**config.mk**
```make
export PLATFORM = sky130hd
export DESIGN_NAME = fp_compare_flags
export DESIGN_NICKNAME = d
export VERILOG_FILES = /design/src/rtl/fpcmp_pkg.sv /design/src/rtl/fpcmp_field_decode.sv /design/src/rtl/fpcmp_order.sv /design/src/rtl/fpcmp_flag_bank.sv /design/src/rtl/fp_compare_flags.sv
export SDC_FILE = /design/constraint.sdc
export NUM_CORES = 1
export LEC_CHECK = 0
export ABC_AREA = 1
export BUFFER_PORTS_ARGS = -buffer_cell sky130_fd_sc_hd__buf_2
export CAP_MARGIN = 20
export CORE_ASPECT_RATIO = 0.8
export CORE_MARGIN = 1
export CORE_UTILIZATION = 50
export DETAILED_ROUTE_END_ITERATION = 12
export PLACE_DENSITY = 0.93
export SYNTH_ARGS = -nofsm -noshare
export SYNTH_HDL_FRONTEND = slang
export SYNTH_SLANG_ARGS = --single-unit
```
**constraint.sdc**
```tcl
create_clock -name clk -period 2.04 [get_ports clk]
set_input_delay 0 -clock clk [delete_from_list [all_inputs] [get_ports clk]]
set_output_delay 0 -clock clk [all_outputs]
set_load 0.005 [all_outputs]
```
**src/rtl/fpcmp_pkg.sv**
```systemverilog
package fpcmp_pkg;

    localparam int SP_EXP_W  = 8;
    localparam int SP_FRAC_W = 23;
    localparam int DP_EXP_W  = 11;
    localparam int DP_FRAC_W = 52;
    localparam int WORD_W    = 1 + DP_EXP_W + DP_FRAC_W;
    localparam int MAG_W     = WORD_W - 1;
    localparam int SP_MAG_W  = SP_EXP_W + SP_FRAC_W;

    typedef enum logic [1:0] {
        CMP_LT   = 2'd0,
        CMP_LE   = 2'd1,
        CMP_EQ   = 2'd2,
        CMP_NONE = 2'd3
    } cmp_op_e;

    typedef enum logic {
        S_IDLE   = 1'b0,
        S_COMMIT = 1'b1
    } ctl_state_e;

    typedef struct packed {
        logic             sgn;
        logic             zero;
        logic             nan;
        logic [MAG_W-1:0] mag;
    } opnd_info_t;

endpackage

```
**src/rtl/fpcmp_field_decode.sv**
```systemverilog
module fpcmp_field_decode
    import fpcmp_pkg::*;
(
    input  logic [WORD_W-1:0] word,
    input  logic              dbl,
    output opnd_info_t        info
);
    logic [DP_EXP_W-1:0]  dp_exp;
    logic [DP_FRAC_W-1:0] dp_frac;
    logic [SP_EXP_W-1:0]  sp_exp;
    logic [SP_FRAC_W-1:0] sp_frac;
    logic                 exp_ones;
    logic                 frac_any;

    assign dp_exp  = word[WORD_W-2 -: DP_EXP_W];
    assign dp_frac = word[DP_FRAC_W-1:0];
    assign sp_exp  = word[SP_MAG_W-1 -: SP_EXP_W];
    assign sp_frac = word[SP_FRAC_W-1:0];

    always_comb begin
        if (dbl) begin
            info.sgn = word[WORD_W-1];
            info.mag = word[MAG_W-1:0];
            exp_ones = &dp_exp;
            frac_any = |dp_frac;
        end else begin
            info.sgn = word[SP_MAG_W];
            info.mag = {{(MAG_W-SP_MAG_W){1'b0}}, word[SP_MAG_W-1:0]};
            exp_ones = &sp_exp;
            frac_any = |sp_frac;
        end
        info.zero = (info.mag == '0);
        info.nan  = exp_ones & frac_any;
    end
endmodule

```
**src/rtl/fpcmp_order.sv**
```systemverilog
module fpcmp_order
    import fpcmp_pkg::*;
(
    input  opnd_info_t a,
    input  opnd_info_t b,
    input  logic [1:0] op,
    output logic       outcome
);
    cmp_op_e op_e;
    logic    unordered;
    logic    both_zero;
    logic    mag_lt;
    logic    mag_gt;
    logic    is_eq;
    logic    is_lt;

    assign op_e      = cmp_op_e'(op);
    assign unordered = a.nan | b.nan;
    assign both_zero = a.zero & b.zero;
    assign mag_lt    = a.mag < b.mag;
    assign mag_gt    = b.mag < a.mag;

    always_comb begin
        is_eq = !unordered && (both_zero || (a.sgn == b.sgn && a.mag == b.mag));
        is_lt = 1'b0;
        if (!unordered && !both_zero) begin
            unique case ({a.sgn, b.sgn})
                2'b10:   is_lt = 1'b1;
                2'b01:   is_lt = 1'b0;
                2'b00:   is_lt = mag_lt;
                default: is_lt = mag_gt;
            endcase
        end
        unique case (op_e)
            CMP_LT:  outcome = is_lt;
            CMP_LE:  outcome = is_lt | is_eq;
            CMP_EQ:  outcome = is_eq;
            default: outcome = 1'b0;
        endcase
    end
endmodule

```
**src/rtl/fpcmp_flag_bank.sv**
```systemverilog
module fpcmp_flag_bank #(
    parameter int NUM_FLAGS = 8,
    localparam int IDX_W    = $clog2(NUM_FLAGS)
) (
    input  logic                 clk,
    input  logic                 rst_n,
    input  logic                 wr_en,
    input  logic [IDX_W-1:0]     wr_idx,
    input  logic                 wr_bit,
    input  logic [IDX_W-1:0]     rd_idx,
    output logic [NUM_FLAGS-1:0] bank,
    output logic                 rd_bit
);
    for (genvar g = 0; g < NUM_FLAGS; g++) begin : g_flag
        always_ff @(posedge clk or negedge rst_n) begin
            if (!rst_n) begin
                bank[g] <= 1'b0;
            end else if (wr_en && wr_idx == IDX_W'(g)) begin
                bank[g] <= wr_bit;
            end
        end
    end

    always_ff @(posedge clk or negedge rst_n) begin
        if (!rst_n) begin
            rd_bit <= 1'b0;
        end else begin
            rd_bit <= bank[rd_idx];
        end
    end
endmodule

```
**src/rtl/fp_compare_flags.sv**
```systemverilog
module fp_compare_flags
    import fpcmp_pkg::*;
#(
    parameter int NUM_FLAGS = 8,
    localparam int IDX_W    = $clog2(NUM_FLAGS)
) (
    input  logic                 clk,
    input  logic                 rst_n,
    input  logic                 in_valid,
    input  logic                 in_dbl,
    input  logic [1:0]           in_op,
    input  logic [IDX_W-1:0]     in_flag_idx,
    input  logic [WORD_W-1:0]    opnd_a,
    input  logic [WORD_W-1:0]    opnd_b,
    input  logic [IDX_W-1:0]     rd_idx,
    output logic [NUM_FLAGS-1:0] flags,
    output logic                 sel_flag
);
    logic [WORD_W-1:0] words [2];
    opnd_info_t        infos [2];
    logic              outcome;
    ctl_state_e        state_q;
    ctl_state_e        state_d;
    logic              wr_en;
    logic              pend_bit;
    logic [IDX_W-1:0]  pend_idx;

    assign words[0] = opnd_a;
    assign words[1] = opnd_b;

    for (genvar g = 0; g < 2; g++) begin : g_dec
        fpcmp_field_decode u_dec (
            .word (words[g]),
            .dbl  (in_dbl),
            .info (infos[g])
        );
    end

    fpcmp_order u_order (
        .a       (infos[0]),
        .b       (infos[1]),
        .op      (in_op),
        .outcome (outcome)
    );

    // State register
    always_ff @(posedge clk or negedge rst_n) begin
        if (!rst_n) begin
            state_q <= S_IDLE;
        end else begin
            state_q <= state_d;
        end
    end

    // Next state and outputs: T_WAIT, T_ACCEPT, T_CHAIN, T_DRAIN
    always_comb begin
        state_d = state_q;
        wr_en   = 1'b0;
        unique case (state_q)
            S_IDLE: begin
                if (in_valid) state_d = S_COMMIT;
            end
            S_COMMIT: begin
                wr_en = 1'b1;
                if (!in_valid) state_d = S_IDLE;
            end
            default: state_d = S_IDLE;
        endcase
    end

    // Pending outcome captured on each accepted strobe
    always_ff @(posedge clk or negedge rst_n) begin
        if (!rst_n) begin
            pend_bit <= 1'b0;
            pend_idx <= '0;
        end else if (in_valid) begin
            pend_bit <= outcome;
            pend_idx <= in_flag_idx;
        end
    end

    fpcmp_flag_bank #(.NUM_FLAGS(NUM_FLAGS)) u_bank (
        .clk    (clk),
        .rst_n  (rst_n),
        .wr_en  (wr_en),
        .wr_idx (pend_idx),
        .wr_bit (pend_bit),
        .rd_idx (rd_idx),
        .bank   (flags),
        .rd_bit (sel_flag)
    );
endmodule

```
# --- After elaboration in Yosys (flattened, before gate mapping) ---
# Index checks and enable logic that the tools add are counted.
op_classes:
  n_addsub: 0
  n_mul: 0
  div: 0
  order_cmp: 3
  eq_ne: 13
  shifts: 0
  muxes: 15
  bitwise: 5
  n_reduce_logical: 27
op_table:
  columns: ["cell", "count"]
  rows:
  - ["$logic_not 63->1", 2]
  - ["$lt 63x63->1", 2]
  - ["$mux 63", 2]
  - ["$reduce_or 52->1", 2]
  - ["$eq 63x63->1", 1]
  - ["$reduce_or 23->1", 2]
  - ["$reduce_and 11->1", 2]
  - ["$reduce_and 8->1", 2]
  - ["$eq 3x3->1 const B", 4]
  - ["$logic_and 1x1->1", 11]
  - ["$mux 1", 10]
  - ["$eq 3x2->1 const B", 2]
  - ["$pmux 1 s3", 2]
  - ["$eq 2x1->1 const B", 2]
  - ["$eq 2x2->1 const B", 2]
  - ["$logic_not 2->1", 2]
  - ["$lt 3x4->1 const B", 1]
  - ["$and 1x1->1", 3]
  - ["$bmux 1 s3", 1]
  - ["$eq 3x1->1 const B", 1]
  - ["$logic_not 3->1", 1]
  - ["$logic_not 1->1", 2]
  - ["$or 1x1->1", 2]
  - ["$eq 1x1->1", 1]
  - ["$logic_or 1x1->1", 1]
word_totals:
  regBits: 14
  latch_bits: 0
  ram_bits: 0
  mem_bits_ro: 0
  output_inout_bits: 9
  elab_cells: 75
  n_memories: 0

# --- Depth between registers and ports, before layout ---
logic_depth:
  ltp_word: 9
  mapped_depth: 21
  ltp_nobuf: 17

# --- Hierarchy ---
# Synthesis repeated with hierarchy kept, for this count alone.
unflattened:
  hier_cells: 838
  hier_area_um2: 4564.4
by_module_without_submodules:
  columns: ["module", "instances", "cells_per_inst", "area_each_um2"]
  rows:
  - ["fpcmp_order", 1, 331, 1953.1]
  - ["fpcmp_field_decode", 2, 209, 974.7]
  - ["fpcmp_flag_bank", 1, 71, 488.0]
  - ["fp_compare_flags", 1, 18, 173.9]

# --- Worst setup path after synthesis ---
# No wires, ideal clock.
synth_path:
  path_type: "input to register"
  start: "input port in_dbl"
  end: "register pend_bit"
  arrival_time_ns: 2.001
  required_time_ns: 1.967
  setup_slack_ns: -0.034
  path_stages: 18
  path_buffers: 4
  path_cell_list: "buf_6 buf_2 buf_2 buf_1 nand2_1 ha_1 nand2_1 inv_1 nand3_1 nor2_1 and3_1 and2_1 nand2_1 nand2_1 nand2_1 nand2_1 nand3_1 a21oi_2"
synth_via:
  elab_chain_cells: 8
  elab_cells_between_ends: 31
synth_lines:
  columns: ["element", "line_no", "source"]
  rows:
  - ["from (decl)", "fp_compare_flags.sv:10", "input logic in_dbl,"]
  - ["parallel branches: the longest is 7 deep, another holds $lt 63x63->1", null, null]
  - ["$pmux 1 s3 *", "fpcmp_order.sv:34", "unique case (op_e)"]
  - ["to (signal assigned)", "fp_compare_flags.sv:77", "pend_bit <= outcome;"]
  - ["to (decl)", "fp_compare_flags.sv:25", "logic pend_bit;"]
# Every way passes the cells marked *.
# A chain may end at the register's enable or synchronous reset.

# --- Worst setup path after layout ---
# Ends and elaborated chain as after synthesis.

==> impl_metrics.json <==
{
  "dieWidth_um": 95.9,
  "synth_cells": 628,
  "fp.dieH_um": 77.1,
  "hold_viol": 0,
  "crit_path_end": "pend_bit",
  "track_usage_pct": 28.7,
  "worst_r2r_path_depth": 4,
  "path_clk_slew_ns": 0.06,
  "hold_class": "input pin to flip-flop",
  "power_density_mw_per_mm2": 339,
  "vias_per_cell": 5.27,
  "crit_type": "input pin to flip-flop",
  "synth_area_mm2": 0.00353,
  "synth_cell_types": 27,
  "post_cts_resized": 0,
  "synth-compound-area-share_pct": 11.0,
  "ys_warn_count": 0,
  "clock_latency_ns": 0.25,
  "drive_above_1_share_pct": 20.7,
  "slowest_stage": "ha_1",
  "grt_pass1_wl_um": 17300,
  "synth_top_area_cell": "ha_1",
  "antenna_cells": 0,
  "vias": 4543,
  "drtAntennaViolNets": 0,
  "synth_edf_count": 0,
  "synth_seq_area_share_pct": 9.94,
  "grt_setup_unrepaired": "false",
  "ir_worst_vdd_v": 0.000243,
  "synth-simple-area-share_pct": 42.3,
  "grt_overflow": 0,
  "synth_top_area_share_pct": 23.4,
  "synthArstFlopShare_pct": 100,
  "nNetsFinal": 986,
  "critPathLaunchType": "input pin",
  "crit_top_cell": "nand2_1",
  "setup_viol": 0,
  "reg2reg_to": "u_bank.bank[3]",
  "cts_buffers": 3,
  "ys.flop_type": "dfrtp_1",
  "r2r-start": "pend_idx[2]",
  "clock-sinks": 14,
  "ctsLongestPathBuffers": 2,
  "post-dp-hpwl_um": 9370,
  "r2r_setup_slack_ns": 0.83,
  "synth_seq_cells": 14,
  "muxShareOfSynthArea_pct": 0,
  "drt-total-wl_um": 10700,
  "yosysMostFrequentCell": "nand2_1",
  "cp_max_fo": 26,
  "antenna_found_initial": 0,
  "finalWeightedCongestion": 0.943,
  "synth_common_cells": "nand2_1 (185), inv_1 (105), nor2_1 (105)",
  "fin_util_pct": 67.2,
  "endpoint_kind": "flip-flop",
  "synth_xor_area_share_pct": 0.248,
  "wl_per_cell_um": 12.4,
  "drc": 0,
  "cts_htree_levels": 1,
  "clockRootBuffer": "clkbuf_8",
  "fin_tns_setup_ns": 0,
  "synthAdderAreaFrac_pct": 23.4,
  "cts_tree": "done",
  "path_cells": "buf_2 -> buf_4 -> nand2_1 -> ha_1 -> nand2_1 -> nor2_1 -> nand2_1 -> inv_1 -> and3_1 -> and2_1 -> nand2_1 -> nand2_1 -> nand2_1 -> nand2_1 -> nand3_1 -> a21oi_2",
  "ioPinCount": 149,
  "die_area_mm2": 0.00739,
  "period_minus_slack_ns": 1.69,
  "grt_pass1_vias": 4165,
  "syn_nets": 834,
  "critPathArrivalTime_ns": 1.87,
  "maxCapViolCount": 0,
  "grt_max_degree": 58,
  "fmax_mhz": 592,
  "post-cts-setup-buffer-count": 0,
  "status": "finished, final reports clean",
  "io_buffers": 148,
  "n_fill_cell": 630,
  "core_mm2": 0.00660,
  "first_iter_violations": 234,
  "synth_top_family_by_area": "simple AND/OR/NAND/NOR gates",
  "slowest_delay_ns": 0.33,
  "max_slew.worst_pin.slew_ns": 0.433,
  "required_ns": 2.22,
  "fin_worst_skew_ns": 0.00541,
  "ctsHoldBuffers": 6,
  "row_count": 26,
  "p_leak_nw": 2.72,
  "start_util_pct": 53.4,
  "fin_crit_sh_pct": 82.8,
  "startpoint": "in_dbl",
  "synth_area_leaders": "ha_1 (23%), nand2_1 (20%), inv_1 (11%)",
  "maxSlewHeadroom_pct": 70.9,
  "first_pass_iters": 5,
  "syn_avg_cell_area_um2": 5.61,
  "slew_violations": 0,
  "totalPowerFinal_mw": 1.50,
  "syn_to_final_growth_pct": 25.9
}
[registers in the layout, summed over array words and instances, names as in the netlist]
name,count
state_q,1
pend_bit,1
u_bank.rd_bit,1
u_bank.bank,8
pend_idx,3
[stage by stage]
| stage | setup slack [ns] | cell area (µm²) | instances | hold WS (ns) |
|---|---|---|---|---|
| finish | 0.352 | 4440 | 862 | 0.0850 |
| CTS | 0.363 | 4440 | 862 | 0.0849 |
| global route | 0.159 | 4440 | 862 | 0.102 |
| floorplan | 0.0381 | 3530 | 628 | -0.296 |
| detailed placement | 0.110 | 4340 | 853 | -0.0852 |
| global placement | 0.219 | 4340 | 853 | -0.0921 |
[worst min-delay path by stage]
stage / startpoint / to / slack (ns) / cells after the start
after floorplan: rst_n / pend_bit / -0.30 / 0
after global placement: rst_n / u_bank.bank[0] / -0.09 / 1
after detailed placement: rst_n / u_bank.bank[0] / -0.09 / 1
after CTS: rd_idx[1] / u_bank.rd_bit / 0.08 / 4
after global routing: rd_idx[1] / u_bank.rd_bit / 0.10 / 4
final: rd_idx[1] / u_bank.rd_bit / 0.09 / 4
[layer usage]
| metal | global-route usage [%] | up-vias | part of all wire (%) |
|---|---|---|---|
| li1 | - | 2317 | - |
| met3 | 3.08 | 18 | 8.1 |
| met5 | 0 | - | 0 |
| met2 | 49.6 | 226 | 47 |
| met1 | 38.1 | 1982 | 44 |
| met4 | 6.12 | 0 | 1.3 |
[placed cells by master (no fill, tap or decap)]
cell           netlist  routed
o21a_1               1       1
buf_4                0       1
nand4_1             28      28
nor3_2               3       3
a21oi_2              1       1
nor2_1             105     105
o31ai_1              1       1
ha_1                66      66
inv_1              105     105
dlygate4sd3_1        0       6
inv_2                2       2
nand2_1            185     185
clkbuf_8             0       3
a31oi_1              7       7
a21oi_1             32      32
buf_12               0       1
nand3b_1             1       1
nor3_1              10      10
and2_1               1       1
nand3_1             23      23
a21o_1               2       2
or2_2                2       2
o21bai_1             1       1
buf_2                4     148
and3_1               1       1
o22ai_1              1       1
xor2_1               1       1
o21ai_0             26      26
dfrtp_1             14      14
[power breakdown]
part / switching (mW) / total [mW] / internal (mW)
combinational: 0.495 / 0.875 / 0.381
clock: 0.0968 / 0.227 / 0.131
sequential: 0.0559 / 0.401 / 0.345
total: 0.647 / 1.50 / 0.856
[cell families after synthesis]
kind of cell	after synthesis
xor gates and xnor gates	1
DFF	14
and+or+nand+nor	359
buffers and inverters	116
adders and majority gates	66
AOI/OAI and AO/OA	72
[worst max-delay path, delay by kind of cell]
family | cells | cell delay [ns]
buffers and inverters | 3 | 0.41
AOI/OAI and AO/OA | 1 | 0.11
and+or+nand+nor | 11 | 1.00
adders and majority gates | 1 | 0.33
[area by class of cell]
cell class | count | area (µm²) | share of cell area (%)
Multi-Input combinational cell | 498 | 2710 | 61.1
Timing Repair Buffer | 156 | 828 | 18.7
Inverter | 107 | 402 | 9.05
Sequential cell | 14 | 350 | 7.89
Tap cell | 84 | 105 | 2.37
Clock buffer | 3 | 41.3 | 0.930
Note: power is estimated with default switching activity, not from simulation.
